==> config.mk <==
export PLATFORM = sky130hd
export DESIGN_NAME = irq_vec_ctrl
export DESIGN_NICKNAME = d
export VERILOG_FILES = /design/src/rtl/irq_pkg.sv /design/src/rtl/irq_edge_cap.sv /design/src/rtl/irq_mask_regs.sv /design/src/rtl/irq_resolver.sv /design/src/rtl/irq_vec_ctrl.sv
export SDC_FILE = /design/constraint.sdc
export NUM_CORES = 1
export LEC_CHECK = 0
export ABC_AREA = 1
export BUFFER_PORTS_ARGS = -buffer_cell sky130_fd_sc_hd__buf_2
export CAP_MARGIN = 20
export CORE_UTILIZATION = 45
export CTS_BUF_LIST = sky130_fd_sc_hd__clkbuf_4
export CTS_CLUSTER_DIAMETER = 50
export CTS_CLUSTER_SIZE = 8
export DETAILED_ROUTE_END_ITERATION = 8
export PLACE_DENSITY = 0.81
export SYNTH_ARGS = -nofsm -noshare
export SYNTH_HDL_FRONTEND = slang
export SYNTH_SLANG_ARGS = --single-unit
==> constraint.sdc <==
create_clock -name clk -period 3 [get_ports clk]
set_input_delay 0.45 -clock clk [delete_from_list [all_inputs] [get_ports clk]]
set_output_delay 0.45 -clock clk [all_outputs]
set_load 0.01 [all_outputs]
==> src/rtl/irq_pkg.sv <==
package irq_pkg;

  typedef enum logic [2:0] {
    SRC_NONE = 3'd0,
    SRC_NMI  = 3'd1,
    SRC_EDGE = 3'd2,
    SRC_LVLA = 3'd3,
    SRC_LVLB = 3'd4,
    SRC_EXT  = 3'd5
  } irq_src_e;

  // Restart numbers doubled, so that the half-numbered restarts stay integral.
  localparam logic [4:0] HALF_NMI  = 5'd9;
  localparam logic [4:0] HALF_EDGE = 5'd15;
  localparam logic [4:0] HALF_LVLA = 5'd13;
  localparam logic [4:0] HALF_LVLB = 5'd11;

  // Restart n vectors to n*8, which equals (2n)*4.
  function automatic logic [15:0] restart_addr(input logic [4:0] twice_n);
    return {9'd0, twice_n, 2'b00};
  endfunction

  function automatic logic [15:0] src_addr(input irq_src_e s);
    case (s)
      SRC_NMI:  return restart_addr(HALF_NMI);
      SRC_EDGE: return restart_addr(HALF_EDGE);
      SRC_LVLA: return restart_addr(HALF_LVLA);
      SRC_LVLB: return restart_addr(HALF_LVLB);
      default:  return 16'h0000;
    endcase
  endfunction

endpackage

==> src/rtl/irq_edge_cap.sv <==
// Rising-edge capture. With HOLD_LEVEL=1, the capture also needs the line to
// stay high: it drops when the line falls, and the request is only valid
// while the line is high.
module irq_edge_cap #(
  parameter bit HOLD_LEVEL = 1'b0
) (
  input  logic clk,
  input  logic rst_n,
  input  logic pin_i,
  input  logic clr_i,
  output logic pend_o,
  output logic req_o
);
  logic prev_q;
  logic pend_q;
  logic rise_w;
  logic keep_w;

  assign rise_w = pin_i & ~prev_q;

  generate
    if (HOLD_LEVEL) begin : g_qual
      assign keep_w = pend_q & ~clr_i & pin_i;
      assign req_o  = pend_q & pin_i;
    end else begin : g_latch
      assign keep_w = pend_q & ~clr_i;
      assign req_o  = pend_q;
    end
  endgenerate

  always_ff @(posedge clk or negedge rst_n) begin
    if (!rst_n) begin
      prev_q <= 1'b0;
      pend_q <= 1'b0;
    end else begin
      prev_q <= pin_i;
      pend_q <= rise_w | keep_w;
    end
  end

  assign pend_o = pend_q;

  AST_PEND_NEEDS_PIN: assert property (@(posedge clk) disable iff (!rst_n)
    $rose(pend_o) |-> $past(pin_i));

endmodule

==> src/rtl/irq_mask_regs.sv <==
module irq_mask_regs #(
  parameter int MASK_W = 3,
  parameter int BYTE_W = 8
) (
  input  logic              clk,
  input  logic              rst_n,
  input  logic              wr_i,
  input  logic [BYTE_W-1:0] wdata_i,
  input  logic              ei_i,
  input  logic              di_i,
  input  logic              take_i,
  input  logic              ser_in_i,
  input  logic              p_edge_i,
  input  logic              lvl_a_i,
  input  logic              lvl_b_i,
  output logic [MASK_W-1:0] mask_o,
  output logic              ie_o,
  output logic              ser_out_o,
  output logic              clr_edge_o,
  output logic [BYTE_W-1:0] rd_o
);
  localparam int B_MASK_EN = MASK_W;
  localparam int B_CLR     = MASK_W + 1;
  localparam int B_SER_EN  = BYTE_W - 2;
  localparam int B_SER_VAL = BYTE_W - 1;

  logic [MASK_W-1:0] mask_q;
  logic              ie_q;
  logic              sod_q;
  logic              sid_q;
  logic              mask_upd_w;
  logic              ser_upd_w;

  assign mask_upd_w = wr_i & wdata_i[B_MASK_EN];
  assign ser_upd_w  = wr_i & wdata_i[B_SER_EN];
  assign clr_edge_o = wr_i & wdata_i[B_CLR];

  always_ff @(posedge clk or negedge rst_n) begin
    if (!rst_n) begin
      mask_q <= '1;
      ie_q   <= 1'b0;
      sod_q  <= 1'b0;
      sid_q  <= 1'b0;
    end else begin
      sid_q <= ser_in_i;
      if (mask_upd_w) mask_q <= wdata_i[MASK_W-1:0];
      if (ser_upd_w)  sod_q  <= wdata_i[B_SER_VAL];
      if (take_i)     ie_q   <= 1'b0;
      else if (di_i)  ie_q   <= 1'b0;
      else if (ei_i)  ie_q   <= 1'b1;
    end
  end

  assign mask_o    = mask_q;
  assign ie_o      = ie_q;
  assign ser_out_o = sod_q;
  assign rd_o      = {sid_q, p_edge_i, lvl_a_i, lvl_b_i, ie_q, mask_q};

  AST_MASK_HOLD: assert property (@(posedge clk) disable iff (!rst_n)
    !$past(mask_upd_w) |-> $stable(mask_o));
  AST_SER_HOLD: assert property (@(posedge clk) disable iff (!rst_n)
    !$past(ser_upd_w) |-> $stable(ser_out_o));
  AST_TAKE_DROPS_IE: assert property (@(posedge clk) disable iff (!rst_n)
    take_i |=> !ie_o);

endmodule

==> src/rtl/irq_resolver.sv <==
module irq_resolver
  import irq_pkg::*;
#(
  parameter int VEC_W  = 16,
  parameter int N_SRC  = 5,
  parameter int MASK_W = 3
) (
  input  logic              clk,
  input  logic              rst_n,
  input  logic              boundary_i,
  input  logic              ie_i,
  input  logic [MASK_W-1:0] mask_i,
  input  logic              nmi_req_i,
  input  logic              edge_req_i,
  input  logic              lvl_a_i,
  input  logic              lvl_b_i,
  input  logic              ext_i,
  output logic              take_o,
  output irq_src_e          take_src_o,
  output logic              accept_o,
  output logic [VEC_W-1:0]  vector_o,
  output irq_src_e          src_o
);
  // Candidate index 0 has the highest priority.
  logic [N_SRC-1:0] cand_w;
  logic [N_SRC-1:0] grant_w;
  irq_src_e         pick_w;
  logic             acc_q;
  logic [VEC_W-1:0] vec_q;
  irq_src_e         src_q;

  assign cand_w[0] = nmi_req_i;
  assign cand_w[1] = edge_req_i & ie_i & ~mask_i[2];
  assign cand_w[2] = lvl_a_i    & ie_i & ~mask_i[1];
  assign cand_w[3] = lvl_b_i    & ie_i & ~mask_i[0];
  assign cand_w[4] = ext_i      & ie_i;

  always_comb begin
    grant_w = '0;
    for (int i = N_SRC - 1; i >= 0; i--) begin
      if (cand_w[i]) grant_w = N_SRC'(1) << i;
    end
  end

  always_comb begin
    pick_w = SRC_NONE;
    for (int i = N_SRC - 1; i >= 0; i--) begin
      if (grant_w[i]) pick_w = irq_src_e'(3'(i + 1));
    end
  end

  assign take_o     = boundary_i & |cand_w;
  assign take_src_o = take_o ? pick_w : SRC_NONE;

  always_ff @(posedge clk or negedge rst_n) begin
    if (!rst_n) begin
      acc_q <= 1'b0;
      vec_q <= '0;
      src_q <= SRC_NONE;
    end else begin
      acc_q <= take_o;
      if (take_o) begin
        vec_q <= VEC_W'(src_addr(pick_w));
        src_q <= pick_w;
      end
    end
  end

  assign accept_o = acc_q;
  assign vector_o = vec_q;
  assign src_o    = src_q;

  AST_ONE_GRANT: assert property (@(posedge clk) disable iff (!rst_n)
    $onehot0(grant_w));
  AST_ACCEPT_AT_BOUNDARY: assert property (@(posedge clk) disable iff (!rst_n)
    accept_o |-> $past(boundary_i));
  AST_VEC_HOLD: assert property (@(posedge clk) disable iff (!rst_n)
    !accept_o |-> $stable(vector_o));
  AST_MASKED_EDGE_IDLE: assert property (@(posedge clk) disable iff (!rst_n)
    (accept_o && src_o == SRC_EDGE) |-> !$past(mask_i[2]));

endmodule

==> src/rtl/irq_vec_ctrl.sv <==
module irq_vec_ctrl
  import irq_pkg::*;
#(
  parameter int VEC_W = 16
) (
  input  logic             clk,
  input  logic             rst_n,
  input  logic             nmi_i,
  input  logic             edge_irq_i,
  input  logic             lvl_a_i,
  input  logic             lvl_b_i,
  input  logic             ext_irq_i,
  input  logic             boundary_i,
  input  logic             ei_i,
  input  logic             di_i,
  input  logic             mask_wr_i,
  input  logic [7:0]       mask_wdata_i,
  input  logic             ser_in_i,
  output logic [7:0]       mask_rd_o,
  output logic             ser_out_o,
  output logic             accept_o,
  output logic [VEC_W-1:0] vector_o,
  output logic [2:0]       src_o
);
  localparam int MASK_W = 3;
  localparam int N_SRC  = 5;

  logic              take_w;
  irq_src_e          take_src_w;
  irq_src_e          src_w;
  logic              nmi_pend_w, nmi_req_w;
  logic              edge_pend_w, edge_req_w;
  logic              clr_edge_wr_w;
  logic              nmi_clr_w, edge_clr_w;
  logic [MASK_W-1:0] mask_w;
  logic              ie_w;

  assign nmi_clr_w  = take_w & (take_src_w == SRC_NMI);
  assign edge_clr_w = clr_edge_wr_w | (take_w & (take_src_w == SRC_EDGE));

  irq_edge_cap #(.HOLD_LEVEL(1'b1)) u_nmi (
    .clk(clk), .rst_n(rst_n), .pin_i(nmi_i), .clr_i(nmi_clr_w),
    .pend_o(nmi_pend_w), .req_o(nmi_req_w)
  );

  irq_edge_cap #(.HOLD_LEVEL(1'b0)) u_edge (
    .clk(clk), .rst_n(rst_n), .pin_i(edge_irq_i), .clr_i(edge_clr_w),
    .pend_o(edge_pend_w), .req_o(edge_req_w)
  );

  irq_mask_regs #(.MASK_W(MASK_W), .BYTE_W(8)) u_regs (
    .clk(clk), .rst_n(rst_n), .wr_i(mask_wr_i), .wdata_i(mask_wdata_i),
    .ei_i(ei_i), .di_i(di_i), .take_i(take_w), .ser_in_i(ser_in_i),
    .p_edge_i(edge_pend_w), .lvl_a_i(lvl_a_i), .lvl_b_i(lvl_b_i),
    .mask_o(mask_w), .ie_o(ie_w), .ser_out_o(ser_out_o),
    .clr_edge_o(clr_edge_wr_w), .rd_o(mask_rd_o)
  );

  irq_resolver #(.VEC_W(VEC_W), .N_SRC(N_SRC), .MASK_W(MASK_W)) u_res (
    .clk(clk), .rst_n(rst_n), .boundary_i(boundary_i), .ie_i(ie_w),
    .mask_i(mask_w), .nmi_req_i(nmi_req_w), .edge_req_i(edge_req_w),
    .lvl_a_i(lvl_a_i), .lvl_b_i(lvl_b_i), .ext_i(ext_irq_i),
    .take_o(take_w), .take_src_o(take_src_w), .accept_o(accept_o),
    .vector_o(vector_o), .src_o(src_w)
  );

  assign src_o = src_w;

  AST_ACCEPT_ONE_CYCLE: assert property (@(posedge clk) disable iff (!rst_n)
    accept_o |=> !accept_o);
  AST_NMI_NEEDS_LEVEL: assert property (@(posedge clk) disable iff (!rst_n)
    (accept_o && src_o == 3'd1) |-> $past(nmi_i));
  AST_EDGE_CLEARED: assert property (@(posedge clk) disable iff (!rst_n)
    (accept_o && src_o == 3'd2 && !$past(edge_irq_i)) |-> !mask_rd_o[6]);
  AST_ENABLE_LOW_AFTER: assert property (@(posedge clk) disable iff (!rst_n)
    accept_o |-> !mask_rd_o[3]);

endmodule

Word-level counts from Yosys, hierarchy flattened

Index checks and enable logic that the tools add are counted.

Word-level logic and storage cells: 63
Output and inout bits: 29
Flip-flop bits (word level): 30

Bitwise gates (word level): 29
Multiplexer cells: 15
Reduce and logical (&&, ||, !) cells: 2
Equal/unequal tests: 6

Operators by type and width:

| operator                                            | number |
|---|---|
| two-way mux 5 bit                                   | 5 |
| case mux 6 bit (4 select lines)                     | 1 |
| bitwise AND 1 bit                                   | 19 |
| two-way mux 3 bit                                   | 6 |
| equality test 3 x 2 -> 1 bit, second input constant | 3 |
| NOT 1 bit                                           | 7 |
| equality test 3 x 1 -> 1 bit, second input constant | 2 |
| OR reduction 5 bit                                  | 1 |
| equality test 3 bit, second input constant          | 1 |
| two-way mux 1 bit                                   | 3 |
| OR 1 bit                                            | 3 |
| nonzero test 3 bit                                  | 1 |

Depth between registers and ports, before layout

Gate-level depths: netlist (run 1).

Depth in word-level cells: 18
Mapped depth: 9
Mapped depth without buffers: 9

Modules after synthesis

From an unflattened synthesis (run 1), not the netlist that was laid out.

Cells, all modules: 128
Area, all modules: 982.2 um2

Modules (own cells, without submodules):

| module                | instances | seq. area each (um2) | area each (um2) | cells each |
|---|---|---|---|---|
| irq_resolver          | 1         | 175.2                | 490.5           | 67 |
| irq_mask_regs         | 1         | 153.9                | 300.3           | 35 |
| irq_edge_cap (u_nmi)  | 1         | 50.0                 | 77.6            | 9 |
| irq_edge_cap (u_edge) | 1         | 50.0                 | 76.3            | 8 |
| irq_vec_ctrl          | 1         | 0.0                  | 37.5            | 9 |

Worst setup path before layout (run 1)

Ideal clock, no wire load.

Path type: register to register
Start: register u_regs.mask_q[1], in the netlist u_regs.mask_o[1]
End: register u_nmi.pend_q, in the netlist u_nmi.pend_o
Library setup time: 0.073 ns
Arrival: 1.193 ns
Clock period less this slack: 1.266 ns
Setup slack: 1.734 ns
Stages on the path, launching flop included: 9
Cells stage by stage: dfstp_2 > nor2_4 > nor2_2 > nand2_2 > nand2_4 > nand2_8 > nand2_4 > nand2_2 > a21oi_2

Elaborated cells between the ends (all ways): 19
Those cells by class: 1 x eq/ne; 9 x mux; 8 x bitwise; 1 x reduce/logical

RTL lines:

| what                                | line                | source |
|---|---|---|
| from (decl)                         | irq_mask_regs.sv:27 | `logic [MASK_W-1:0] mask_q;` |
| from (signal assigned)              | irq_mask_regs.sv:46 | `if (mask_upd_w) mask_q <= wdata_i[MASK_W-1:0];` |
| NOT 1 bit (*)                       | irq_resolver.sv:34  | `assign cand_w[2] = lvl_a_i & ie_i & ~mask_i[1];` |
| bitwise AND 1 bit (*)               | irq_resolver.sv:34  |  |
| OR reduction 5 bit (*)              | irq_resolver.sv:52  | `assign take_o = boundary_i & \|cand_w;` |
| bitwise AND 1 bit (*)               | irq_resolver.sv:52  |  |
| via take_w                          | irq_vec_ctrl.sv:28  | `logic take_w;` |
| two-way mux 3 bit                   | irq_resolver.sv:53  | `assign take_src_o = take_o ? pick_w : SRC_NONE;` |
| equality test 3 x 1 -> 1 bit        | irq_vec_ctrl.sv:38  | `assign nmi_clr_w = take_w & (take_src_w == SRC_NMI);` |
| bitwise AND 1 bit (*)               | irq_vec_ctrl.sv:38  |  |
| NOT 1 bit (*)                       | irq_edge_cap.sv:23  | `assign keep_w = pend_q & ~clr_i & pin_i;` |
| bitwise AND 1 bit (*) (2 in series) | irq_edge_cap.sv:23  |  |
| OR 1 bit (*)                        | irq_edge_cap.sv:37  | `pend_q <= rise_w \| keep_w;` |
| to (signal assigned)                | irq_edge_cap.sv:37  |  |
| to (decl)                           | irq_edge_cap.sv:15  | `logic pend_q;` |

The timed path passes the listed nets; every way through them passes the cells marked *.
A chain may end at the register's enable or synchronous reset.

Final worst setup path (run 1)

Start: register u_regs.mask_q[1], in the netlist u_regs.mask_o[1]
End: output port mask_rd_o[1]

RTL lines:

| what      | line               | source |
|---|---|---|
| to (decl) | irq_vec_ctrl.sv:19 | `output logic [7:0] mask_rd_o,` |

No word-level cell between the ends.

==> metrics.md, run 1 <==
| Metric | Value |
|---|---|
| Outcome | `finished clean` |
| Commonest cells in the netlist | `sky130_fd_sc_hd__buf_4, sky130_fd_sc_hd__dfrtp_1, sky130_fd_sc_hd__nand2_1` |
| Post-route setup TNS | `0 ps` |
| Clock sink count | `17` |
| Syn Area/Cell | `slightly below 10 um2` |
| Number of ports placed on the die boundary | `49` |
| Fmax | `697 MHz` |
| Delay contributed by the slowest stage of the critical path | `about 570 ps` |
| Global Route Usage Sum | `14.8%` |
| Hold Crit Class | `in2async` |
| CP Max Fanout | `3` |
| Final max-slew violation count | `0` |
| Startpoint-to-endpoint class of the critical path | `reg2out` |
| Async set or reset register ratio after synthesis | `100%` |
| Power density relative to cell area | `between 500 and 600 nW/um2` |
| # nets final | `146` |
| Count of flip-flops with a built-in enable after synthesis | `0` |
| Critical register-to-register path startpoint | `u_regs.ie_o` |
| Yosys cell types | `25` |
| Worst setup slack for register-to-register paths | `1670 ps` |
| Post-detailed-route count of antenna-violating nets | `0` |
| Max cap viols | `0` |
| Antenna Diode Count | `0` |
| Number of buffers created by CTS | `3` |
| Final Routed Wirelength | `1430 um` |
| Avg Vias per Cell | `4.48` |
| Count of warnings emitted by yosys | `0` |
| Largest net degree at the start of global routing | `18` |
| Chip height | `around 47 um` |
| DR vias | `672` |
| Startpoint type of the worst setup path | `flop` |
| CTS Root Buffer Type | `sky130_fd_sc_hd__clkbuf_4` |
| Postcts setup bufs | `0` |
| R2R cell count | `9` |
| First-pass detailed-route iteration total | `4` |
| Most used standard cell by instance count after synthesis | `sky130_fd_sc_hd__buf_4` |
| Vias in the first global route | `579` |
| Req. time, crit path | `roughly 2600 ps` |
| Minimum clock period | `roughly 1400 ps` |
| Synthesis-to-finish area growth | `15.8%` |
| Hold Violations, Final | `0` |
| Number of buffers and inverters on the critical path | `1` |
| Flop and latch count out of synthesis | `17` |
| Total grt overflow | `0` |
| Static leakage power | `0.592 nW` |
| Die footprint | `roughly 2200 um2` |
| Layout fillers | `164` |
| Netlist Area Pre-Place | `905 um2` |
| Number of standard-cell rows in the floorplan | `15` |
| Count of input and output buffers | `35` |
| Worst reg2reg endpoint | `u_nmi.pend_o` |
| Initial standard-cell utilization of the core | `50.2%` |
| Final number of setup-violating endpoints | `0` |
| Critical path's slowest cell | `sky130_fd_sc_hd__dfstp_2` |
| Fraction of the yosys area taken by sequential cells | `47.4%` |
| Flip-flop cell with the highest count after synthesis | `sky130_fd_sc_hd__dfrtp_1` |
| Initial antenna violation count | `0` |
| CP Cell Sequence | `buf_2` |
| Fraction of layout cells with a size suffix above 1 | `48.8%` |
| Unrepaired setup endpoints after global routing | `no` |
| Worst clock skew | `approximately 5.0 ps` |
| Max Root-Sink Buffers | `2` |
| IR drop worst, VDD | `0.316 mV` |
| Endpoint kind of the worst setup timing path | `primary output` |
| Number of remaining DRC errors | `0` |
| Final std cells w/o fill | `150` |
| Cell type with the highest aggregate area in the netlist | `sky130_fd_sc_hd__dfrtp_1` |
| Gates resized, CTS repair | `0` |
| Chip width | `46.8 um` |
| Wire per inst | `about 9.6 um` |
| Clock Pin Slew Worst Setup and Hold Paths | `100 ps` |
| Post-route fraction of the period consumed by the critical path | `a little under half` |
| Cell count after synthesis | `93` |
| Post-cts hold buffer count | `0` |
| Fraction of synthesized cell area taken by the top area cell type | `38.7%` |
| Floorplan Core Area | `1800 um2` |
| CP Data Arrival Time | `980 ps` |
| Largest cells by area after synthesis | `sky130_fd_sc_hd__dfrtp_1, sky130_fd_sc_hd__buf_4, sky130_fd_sc_hd__dfstp_2, sky130_fd_sc_hd__nand2_1, sky130_fd_sc_hd__nand3_1` |
| GPL Wtd Cong | `~0.76` |
| Detailed-placement wirelength estimate | `1150 um` |
| Count of routing violations after the opening detailed-route iteration | `5` |
| Wire length of the first global-routing pass | `about 2300 um` |
| Later-pin clock latency in the skew report | `290 ps` |
| TritonCTS clock tree | `built` |
| Post-Place Cells | `146` |
| Cell family with the largest share of critical-path delay | `flip-flops` |
| H-tree depth reported by CTS | `1` |
worst reg2reg max path: cells and delay by family (launching register included):
family             cells  cell delay (ps)
and+or+nand+nor        8              680
DFF                    1              470
AOI/OAI and AO/OA      1              100
routing by layer:
layer  GRT usage [%]  wire length, um  up-vias
li1                -                -      332
met1            16.7              608      302
met2            25.8              711       33
met3            3.85               93        5
met4            6.86               21        0
met5               0                0        -
registers in the layout (all words and copies together) (netlist names):
name	cells
u_regs.mask_o	3
u_res.src_o	3
u_res.vector_o	3
u_edge.pend_o	1
u_edge.prev_q	1
u_nmi.pend_o	1
u_nmi.prev_q	1
u_regs.ie_o	1
u_regs.ser_out_o	1
u_regs.sid_q	1
u_res.accept_o	1
cell families (layout without fill, tap and decap cells):
kind of cell | after synthesis | count (layout) | synth area share [%]
flops | 17 | 17 | 47.4
other cells | 1 | 12 | 0.415
buf+inv | 24 | 45 | 17.4
simple gates | 40 | 40 | 24.9
compound gates | 9 | 9 | 7.33
mux | 2 | 2 | 2.49
metrics by stage:
step | area, um2 | power [W] | utilization (%) | setup WS (ps) | hold slack [ps]
finish | 1050 | 0.000554 | 58.1 | 1570 | 60.2
global route | 1050 | 0.000588 | 58.1 | 1520 | 82.3
CTS | 1050 | 0.000563 | 58.1 | 1550 | 75.1
detailed placement | 1020 | 0.000431 | 56.5 | 1530 | 394
global placement | 1020 | 0.000427 | 56.5 | 1570 | 383
floorplan | 946 | 0.000393 | - | 1730 | 154
report_power, final:
group / internal [W] / switching (W) / total (W)
clock: 0.0000607 / 0.0000693 / 0.000130
sequential: 0.000264 / 0.0000197 / 0.000284
combinational: 0.0000580 / 0.0000818 / 0.000140
cell usage in the layout (no fill, tap or decap), types with 2 or more instances in the layout:
master,netlist,routed
sky130_fd_sc_hd__conb_1,1,12
sky130_fd_sc_hd__dfrtp_1,14,14
sky130_fd_sc_hd__nand2_1,14,14
sky130_fd_sc_hd__clkbuf_4,0,4
sky130_fd_sc_hd__dfstp_2,3,3
sky130_fd_sc_hd__nor2_2,3,3
sky130_fd_sc_hd__nor2_1,5,5
sky130_fd_sc_hd__nand2_2,5,5
sky130_fd_sc_hd__a21oi_1,3,3
sky130_fd_sc_hd__nand2_4,2,2
sky130_fd_sc_hd__mux2_2,2,2
sky130_fd_sc_hd__nand3_1,7,7
sky130_fd_sc_hd__buf_2,0,35
sky130_fd_sc_hd__inv_1,4,4
cell type report:
class | instances | area [um2] | share of cell area (%)
Inverter | 6 | 22.5 | 2.15
Tap cell | 25 | 31.3 | 2.99
Multi-Input combinational cell | 63 | 359 | 34.3
Timing Repair Buffer | 35 | 175 | 16.7
Clock buffer | 4 | 30.0 | 2.87
Sequential cell | 17 | 429 | 41.0
worst max-delay path by stage:
stage | startpoint | to | slack (ps) | cells past startpoint
after detailed placement | nmi_i | u_nmi.pend_o | 1530 | 10
final | u_regs.mask_o[1] | mask_rd_o[1] | 1570 | 1
after CTS | u_regs.mask_o[1] | mask_rd_o[1] | 1550 | 1
after global placement | nmi_i | u_nmi.pend_o | 1570 | 10
after floorplan | u_regs.mask_o[1] | u_nmi.pend_o | 1730 | 8
after global routing | u_regs.mask_o[1] | mask_rd_o[1] | 1520 | 1
Power figures use the tool's default switching activity.
==> run 2, diff against run 1 <==
==> constraint.sdc (replaced) <==
create_clock -name clk -period 1.34 [get_ports clk]
set_input_delay 0.201 -clock clk [delete_from_list [all_inputs] [get_ports clk]]
set_output_delay 0.201 -clock clk [all_outputs]
set_load 0.01 [all_outputs]
==> metrics.md, run 2 (synthesis results as in run 1) <==
| Metric | Value |
|---|---|
| Chip width | `46.8 um (unchanged)` |
| Post-Place Cells | `146 (unchanged)` |
| Hold wc startpoint | `edge_irq_i` |
| Minimum clock period | `1300 ps` |
| Critical register-to-register path startpoint | `u_regs.ie_o` |
| Worst clock skew | `3.08 ps (-1.92 ps)` |
| Post-detailed-route count of antenna-violating nets | `0 (unchanged)` |
| Startpoint type of the worst setup path | `flop` |
| H-tree depth reported by CTS | `1 (unchanged)` |
| Fmax | `768 MHz` |
| GPL Wtd Cong | `0.772 (+2.0%)` |
| # nets final | `152 (+4.1%)` |
| IR drop worst, VDD | `0.763 mV (+140%)` |
| Wire per inst | `10.2 um (+6.8%)` |
| Clock sink count | `17 (unchanged)` |
| Endpoint kind of the worst setup timing path | `flop` |
| Power density relative to cell area | `1120 nW/um2 (+110%)` |
| Die footprint | `2190 um2 (unchanged)` |
| Hold Violations, Final | `0 (unchanged)` |
| Floorplan Core Area | `1800 um2 (unchanged)` |
| Final number of setup-violating endpoints | `0 (unchanged)` |
| Chip height | `46.8 um (unchanged)` |
| Static leakage power | `0.622 nW (+5.2%)` |
| Commonest cells after routing, fill and taps aside | `sky130_fd_sc_hd__buf_2, sky130_fd_sc_hd__dfrtp_1, sky130_fd_sc_hd__conb_1, sky130_fd_sc_hd__nand2_1, sky130_fd_sc_hd__nand2_2` |
| Sum of internal, switching and leakage power | `0.00127 W (+130%)` |
| Final std cells w/o fill | `156 (+4.0%)` |
| Worst setup slack for register-to-register paths | `40 ps (-1630 ps)` |
| WHS | `34.2 ps (-25.9 ps)` |
| Synthesis-to-finish area growth | `25.7%` |
| Critical path's slowest cell | `sky130_fd_sc_hd__dfrtp_2` |
| Number of ports placed on the die boundary | `49 (unchanged)` |
| Hold Crit Class | `in2reg` |
| Outcome | `finished clean` |
| Fraction of layout cells with a size suffix above 1 | `53.4% (+4.6 points)` |
| Sequential group share of total power | `50.7% (-0.6 points)` |
| First-pass detailed-route iteration total | `3 (-1)` |
| Commonest non-fill, non-tap cell in the layout | `sky130_fd_sc_hd__buf_2` |
| Max cap viols | `0 (unchanged)` |
| Initial antenna violation count | `0 (unchanged)` |
| Global Route Usage Sum | `14.9% (+0.10 points)` |
| Vias in the first global route | `568 (-1.9%)` |
| Number of remaining DRC errors | `0 (unchanged)` |
| Cell internal power dissipation | `0.000878 W (+130%)` |
| Logic gate share of total power | `27.3% (+2.1 points)` |
| Clock Pin Slew Worst Setup and Hold Paths | `90 ps (about the same)` |
| TritonCTS clock tree | `built` |
| CP Data Arrival Time | `1510 ps (+530 ps)` |
| R2R cell count | `7 (-2)` |
| Count of input and output buffers | `35 (unchanged)` |
| Worst Hold End | `u_edge.prev_q` |
| Post-route cell area | `1140 um2 (+8.6%)` |
| CP Cell Sequence | `nand2_1 -> clkinv_1 -> nand2_2 -> nand2_8 -> nand2_4 -> nand2_2 -> a21oi_2` |
| Avg Vias per Cell | `4.50 (+0.45%)` |
| Count of routing violations after the opening detailed-route iteration | `2 (-3)` |
| Delay contributed by the slowest stage of the critical path | `470 ps (-100 ps)` |
| Number of buffers created by CTS | `3 (unchanged)` |
| Post-route fraction of the period consumed by the critical path | `97.1%` |
| Placed Area | `1020 um2 (unchanged)` |
| Share of total power in the clock network | `22.0% (-1.5 points)` |
| Final max-slew violation count | `0 (unchanged)` |
| Net switching power of the design | `0.000393 W (+130%)` |
| Cell with the most instances on the worst path | `sky130_fd_sc_hd__nand2_2` |
| Largest net degree at the start of global routing | `18 (unchanged)` |
| Initial standard-cell utilization of the core | `50.2% (unchanged)` |
| Final Routed Wirelength | `1590 um (+11%)` |
| Startpoint-to-endpoint class of the critical path | `reg2reg` |
| DR vias | `702 (+4.5%)` |
| Req. time, crit path | `1550 ps (-1000 ps)` |
| Unrepaired setup endpoints after global routing | `yes` |
| Antenna Diode Count | `0 (unchanged)` |
| Total grt overflow | `0 (unchanged)` |
| Finished Core Util | `63.1% (+5.0 points)` |
| Hold path depth | `1` |
| CTS Root Buffer Type | `sky130_fd_sc_hd__clkbuf_4` |
| Later-pin clock latency in the skew report | `280 ps (about the same)` |
| Share of total power consumed by net switching | `30.9% (+0.079 points)` |
| CP Max Fanout | `7 (+4)` |
| Detailed-placement wirelength estimate | `1140 um (-1.3%)` |
| Wire length of the first global-routing pass | `2240 um (-1.8%)` |
| Max Root-Sink Buffers | `2 (unchanged)` |
| Worst reg2reg endpoint | `u_nmi.pend_o` |
| Number of standard-cell rows in the floorplan | `15 (unchanged)` |
## run 2: area by class of cell
type	count	area [um2]
inverters	6	22.5
repair buffers	41	225
flip-flops and latches	17	430
well taps	25	31.3
clock buffers	4	30.0
fillers	158	664
multi-input cells	63	398
## run 2: how the worst max path moves through the flow
stage	startpoint	end	slack, ps	cells past startpoint
CTS	u_regs.ie_o	u_nmi.pend_o	8	9
global placement	u_regs.mask_o[1]	u_nmi.pend_o	60	8
finish	u_regs.ie_o	u_nmi.pend_o	40	7
detailed placement	u_regs.mask_o[1]	u_nmi.pend_o	20	8
floorplan	u_regs.mask_o[1]	u_nmi.pend_o	70	8
global route	u_regs.ie_o	u_nmi.pend_o	-50	7
## run 2: repair_timing
item	CTS	global route
pin swaps	0	5
cloned	0	0
setup endpoints to repair	1	8
hold buffers	1	1
setup buffers	0	4
resized for setup	1	9
hold endpoints to repair	14	1
## run 2: critical path, delay by kind of cell (launching register included)
family                 cells  cell delay [ps]
and+or+nand+nor            5              530
DFF                        1              470
buffers and inverters      1              140
AOI/OAI and AO/OA          1              110
## run 2: metal layers
metal	share of wire, %	track usage (%)
met5	0	0
met2	51	25.6
met3	6.6	3.85
met1	41	16.6
met4	2.1	8.57
## run 2: metrics by stage
step | setup WS (ps) | TNS [ps]
after floorplan | 74.2 | 0
after global placement | 58.4 | 0
after detailed placement | 15.2 | 0
after CTS | 8.32 | 0
after global routing | -50.0 | -114
final | 38.7 | 0
## run 2: power groups by stage
stage          Sequential, W  Combinational, W  Clock (W)
2_1_floorplan       0.000674          0.000206          0
3_3_place_gp        0.000645          0.000310          0
3_5_place_dp        0.000648          0.000317          0
4_1_cts             0.000638          0.000322   0.000296
5_1_grt             0.000653          0.000384   0.000319
6_report            0.000644          0.000347   0.000280
==> run 3, diff against run 2 <==
--- a/config.mk
+++ b/config.mk
@@ -6,14 +6,13 @@
 export NUM_CORES = 1
 export LEC_CHECK = 0
 export ABC_AREA = 1
-export BUFFER_PORTS_ARGS = -buffer_cell sky130_fd_sc_hd__buf_2
 export CAP_MARGIN = 20
 export CORE_UTILIZATION = 45
 export CTS_BUF_LIST = sky130_fd_sc_hd__clkbuf_4
 export CTS_CLUSTER_DIAMETER = 50
 export CTS_CLUSTER_SIZE = 8
 export DETAILED_ROUTE_END_ITERATION = 8
-export PLACE_DENSITY = 0.81
+export DONT_BUFFER_PORTS = 1
 export SYNTH_ARGS = -nofsm -noshare
 export SYNTH_HDL_FRONTEND = slang
 export SYNTH_SLANG_ARGS = --single-unit
==> metrics.md, run 3 (synthesis results as in run 1) <==
| Metric | Value |
|---|---|
| Max cap viols | `0 (unchanged)` |
| First-pass detailed-route iteration total | `2 (-1)` |
| Hold path depth | `1 (unchanged)` |
| Net switching power of the design | `0.000370 W (-5.9%)` |
| Fmax | `775 MHz (+0.89%)` |
| Initial standard-cell utilization of the core | `50.2% (unchanged)` |
| Wire length of the first global-routing pass | `2230 um (-0.31%)` |
| Outcome | `finished clean` |
| R2R cell count | `9 (+2)` |
| Endpoint kind of the worst setup timing path | `flop` |
| Sequential group share of total power | `55.7% (+5.0 points)` |
| Number of buffers created by CTS | `3 (unchanged)` |
| Chip width | `46.8 um (unchanged)` |
| Layout fillers | `175 (+11%)` |
| Power density relative to cell area | `1170 nW/um2 (+4.8%)` |
| H-tree depth reported by CTS | `1 (unchanged)` |
| Critical path's slowest cell | `sky130_fd_sc_hd__dfrtp_2` |
| Share of total power in the clock network | `23.1% (+1.1 points)` |
| Share of total power consumed by net switching | `30.5% (-0.38 points)` |
| Hold Crit Class | `in2reg` |
| Worst clock skew | `6.38 ps (+3.30 ps)` |
| Chip height | `46.8 um (unchanged)` |
| GPL Wtd Cong | `0.678 (-12%)` |
| Sum of internal, switching and leakage power | `0.00121 W (-4.7%)` |
| Commonest cells after routing, fill and taps aside | `sky130_fd_sc_hd__dfrtp_1, sky130_fd_sc_hd__nand2_1, sky130_fd_sc_hd__conb_1, sky130_fd_sc_hd__buf_4` |
| Global Route Usage Sum | `14.9% (+0.024 points)` |
| Synthesis-to-finish area growth | `14.4%` |
| Final Routed Wirelength | `1500 um (-6.0%)` |
| Unrepaired setup endpoints after global routing | `yes` |
| Avg Vias per Cell | `4.55 (+1.2%)` |
| Startpoint-to-endpoint class of the critical path | `reg2reg` |
| # nets final | `126 (-17%)` |
| Number of remaining DRC errors | `0 (unchanged)` |
| DR vias | `592 (-16%)` |
| Slew at the pin closest to its max-slew limit | `734 ps` |
| Commonest non-fill, non-tap cell in the layout | `sky130_fd_sc_hd__dfrtp_1` |
| Max-slew headroom | `50.9%` |
| Cell internal power dissipation | `0.000841 W (-4.1%)` |
| Antenna Diode Count | `0 (unchanged)` |
| Total grt overflow | `0 (unchanged)` |
| CP Max Fanout | `6 (-1)` |
| CP Cell Sequence | `nand2_1 -> nor2_4 -> nor2_4 -> nand2_2 -> nand2_4 -> nand2_8 -> nand2_4 -> nand2_2 -> a21oi_2` |
| Post-route setup TNS | `0 ps (unchanged)` |
| Delay contributed by the slowest stage of the critical path | `460 ps (about the same)` |
| Final number of setup-violating endpoints | `0 (unchanged)` |
| Post-detailed-route count of antenna-violating nets | `0 (unchanged)` |
| Clock Pin Slew Worst Setup and Hold Paths | `90 ps (about the same)` |
| Placed Area | `880 um2 (-14%)` |
| CTS Root Buffer Type | `sky130_fd_sc_hd__clkbuf_4` |
| Req. time, crit path | `1550 ps (about the same)` |
| Vias in the first global route | `541 (-4.8%)` |
| Max Root-Sink Buffers | `2 (unchanged)` |
| Wire per inst | `11.5 um (+13%)` |
| Logic gate share of total power | `21.2% (-6.1 points)` |
| Hold Violations, Final | `0 (unchanged)` |
| Post-route cell area | `1030 um2 (-9.0%)` |
| Count of input and output buffers | `0 (-100%)` |
| Clock sink count | `17 (unchanged)` |
| Floorplan Core Area | `1800 um2 (unchanged)` |
| Static leakage power | `0.521 nW (-16%)` |
| Largest net degree at the start of global routing | `18 (unchanged)` |
| TritonCTS clock tree | `built` |
| Number of standard-cell rows in the floorplan | `15 (unchanged)` |
| Die footprint | `2190 um2 (unchanged)` |
| Post-route fraction of the period consumed by the critical path | `96.3% (-0.85 points)` |
| Final max-slew violation count | `0 (unchanged)` |
| Detailed-placement wirelength estimate | `1140 um (+0.47%)` |
| IR drop worst, VDD | `0.772 mV (+1.2%)` |
| Initial antenna violation count | `0 (unchanged)` |
| Number of ports placed on the die boundary | `49 (unchanged)` |
| CP Data Arrival Time | `1500 ps (about the same)` |
| Startpoint type of the worst setup path | `flop` |
| Count of routing violations after the opening detailed-route iteration | `4 (+2)` |
| Minimum clock period | `1290 ps (-11.4 ps)` |
| Fraction of layout cells with a size suffix above 1 | `38.1% (-15 points)` |
| Later-pin clock latency in the skew report | `280 ps (about the same)` |
[run 3: changes by cell type in the layout (fill, tap and decap cells not counted)]
cell / delta
sky130_fd_sc_hd__buf_2: -35
sky130_fd_sc_hd__nand2_1: +1
sky130_fd_sc_hd__nand2_2: -1
sky130_fd_sc_hd__dlygate4sd3_1: +3
sky130_fd_sc_hd__buf_4: +6
[run 3: power by group through the flow]
| stage | combinational (W) | clock [W] | sequential, W |
|---|---|---|---|
| global placement | 0.000203 | 0 | 0.000679 |
| finish | 0.000257 | 0.000280 | 0.000674 |
| global route | 0.000291 | 0.000308 | 0.000684 |
| CTS | 0.000241 | 0.000295 | 0.000671 |
| detailed placement | 0.000209 | 0 | 0.000681 |
| floorplan | 0.000206 | 0 | 0.000674 |
[run 3: timing repair]
action                                 4_1_cts  5_1_grt
buffers inserted                             2        3
setup endpoints to repair                    2        8
hold buffers                                 5        0
gates resized for setup                      1        8
pin swaps                                    1        5
endpoints found under the hold margin       21        0
[run 3: critical path: cells and delay by family, from the launching register on]
| kind | cells | cell delay, ps |
|---|---|---|
| and+or+nand+nor | 8 | 660 |
| DFF | 1 | 460 |
| AOI/OAI and AO/OA | 1 | 100 |
[run 3: path summary, 6_finish.rpt]
kind                                      to  slack [ps]     startpoint
hold reg to reg                u_edge.pend_o         420  u_edge.prev_q
hold / removal              u_regs.ser_out_o          20      mask_wr_i
min in group asynchronous  u_res.vector_o[4]         410          rst_n
setup reg to reg                u_nmi.pend_o          50    u_regs.ie_o
max in group asynchronous        u_regs.ie_o         420          rst_n
setup / recovery                u_nmi.pend_o          50    u_regs.ie_o
[run 3: final cells by class]
| class | count | area (um2) | area share (%) |
|---|---|---|---|
| Sequential cell | 17 | 430 | 41.6 |
| Clock buffer | 4 | 30.0 | 2.90 |
| Multi-Input combinational cell | 63 | 395 | 38.2 |
| Tap cell | 25 | 31.3 | 3.02 |
| Inverter | 6 | 22.5 | 2.18 |
| Timing Repair Buffer | 15 | 125 | 12.1 |
[run 3: metrics by stage]
step | hold slack, ps | util (%) | worst slack [ps] | instances
2_1_floorplan | -94.6 | - | 74.2 | 104
3_3_place_gp | -94.2 | 48.8 | 58.3 | 116
3_5_place_dp | -94.2 | 48.8 | 8.38 | 116
4_1_cts | 3.94 | 54.2 | 4.28 | 127
5_1_grt | 5.72 | 57.4 | -22.1 | 130
6_report | 16.3 | 57.4 | 50.1 | 130
[run 3: routing by layer]
layer	part of all wire, %	GRT usage, %	vias up
li1	-	-	294
met1	42	17.4	268
met2	50	25.6	26
met3	6.7	5.00	4
met4	1.3	5.14	0
met5	0	0	-
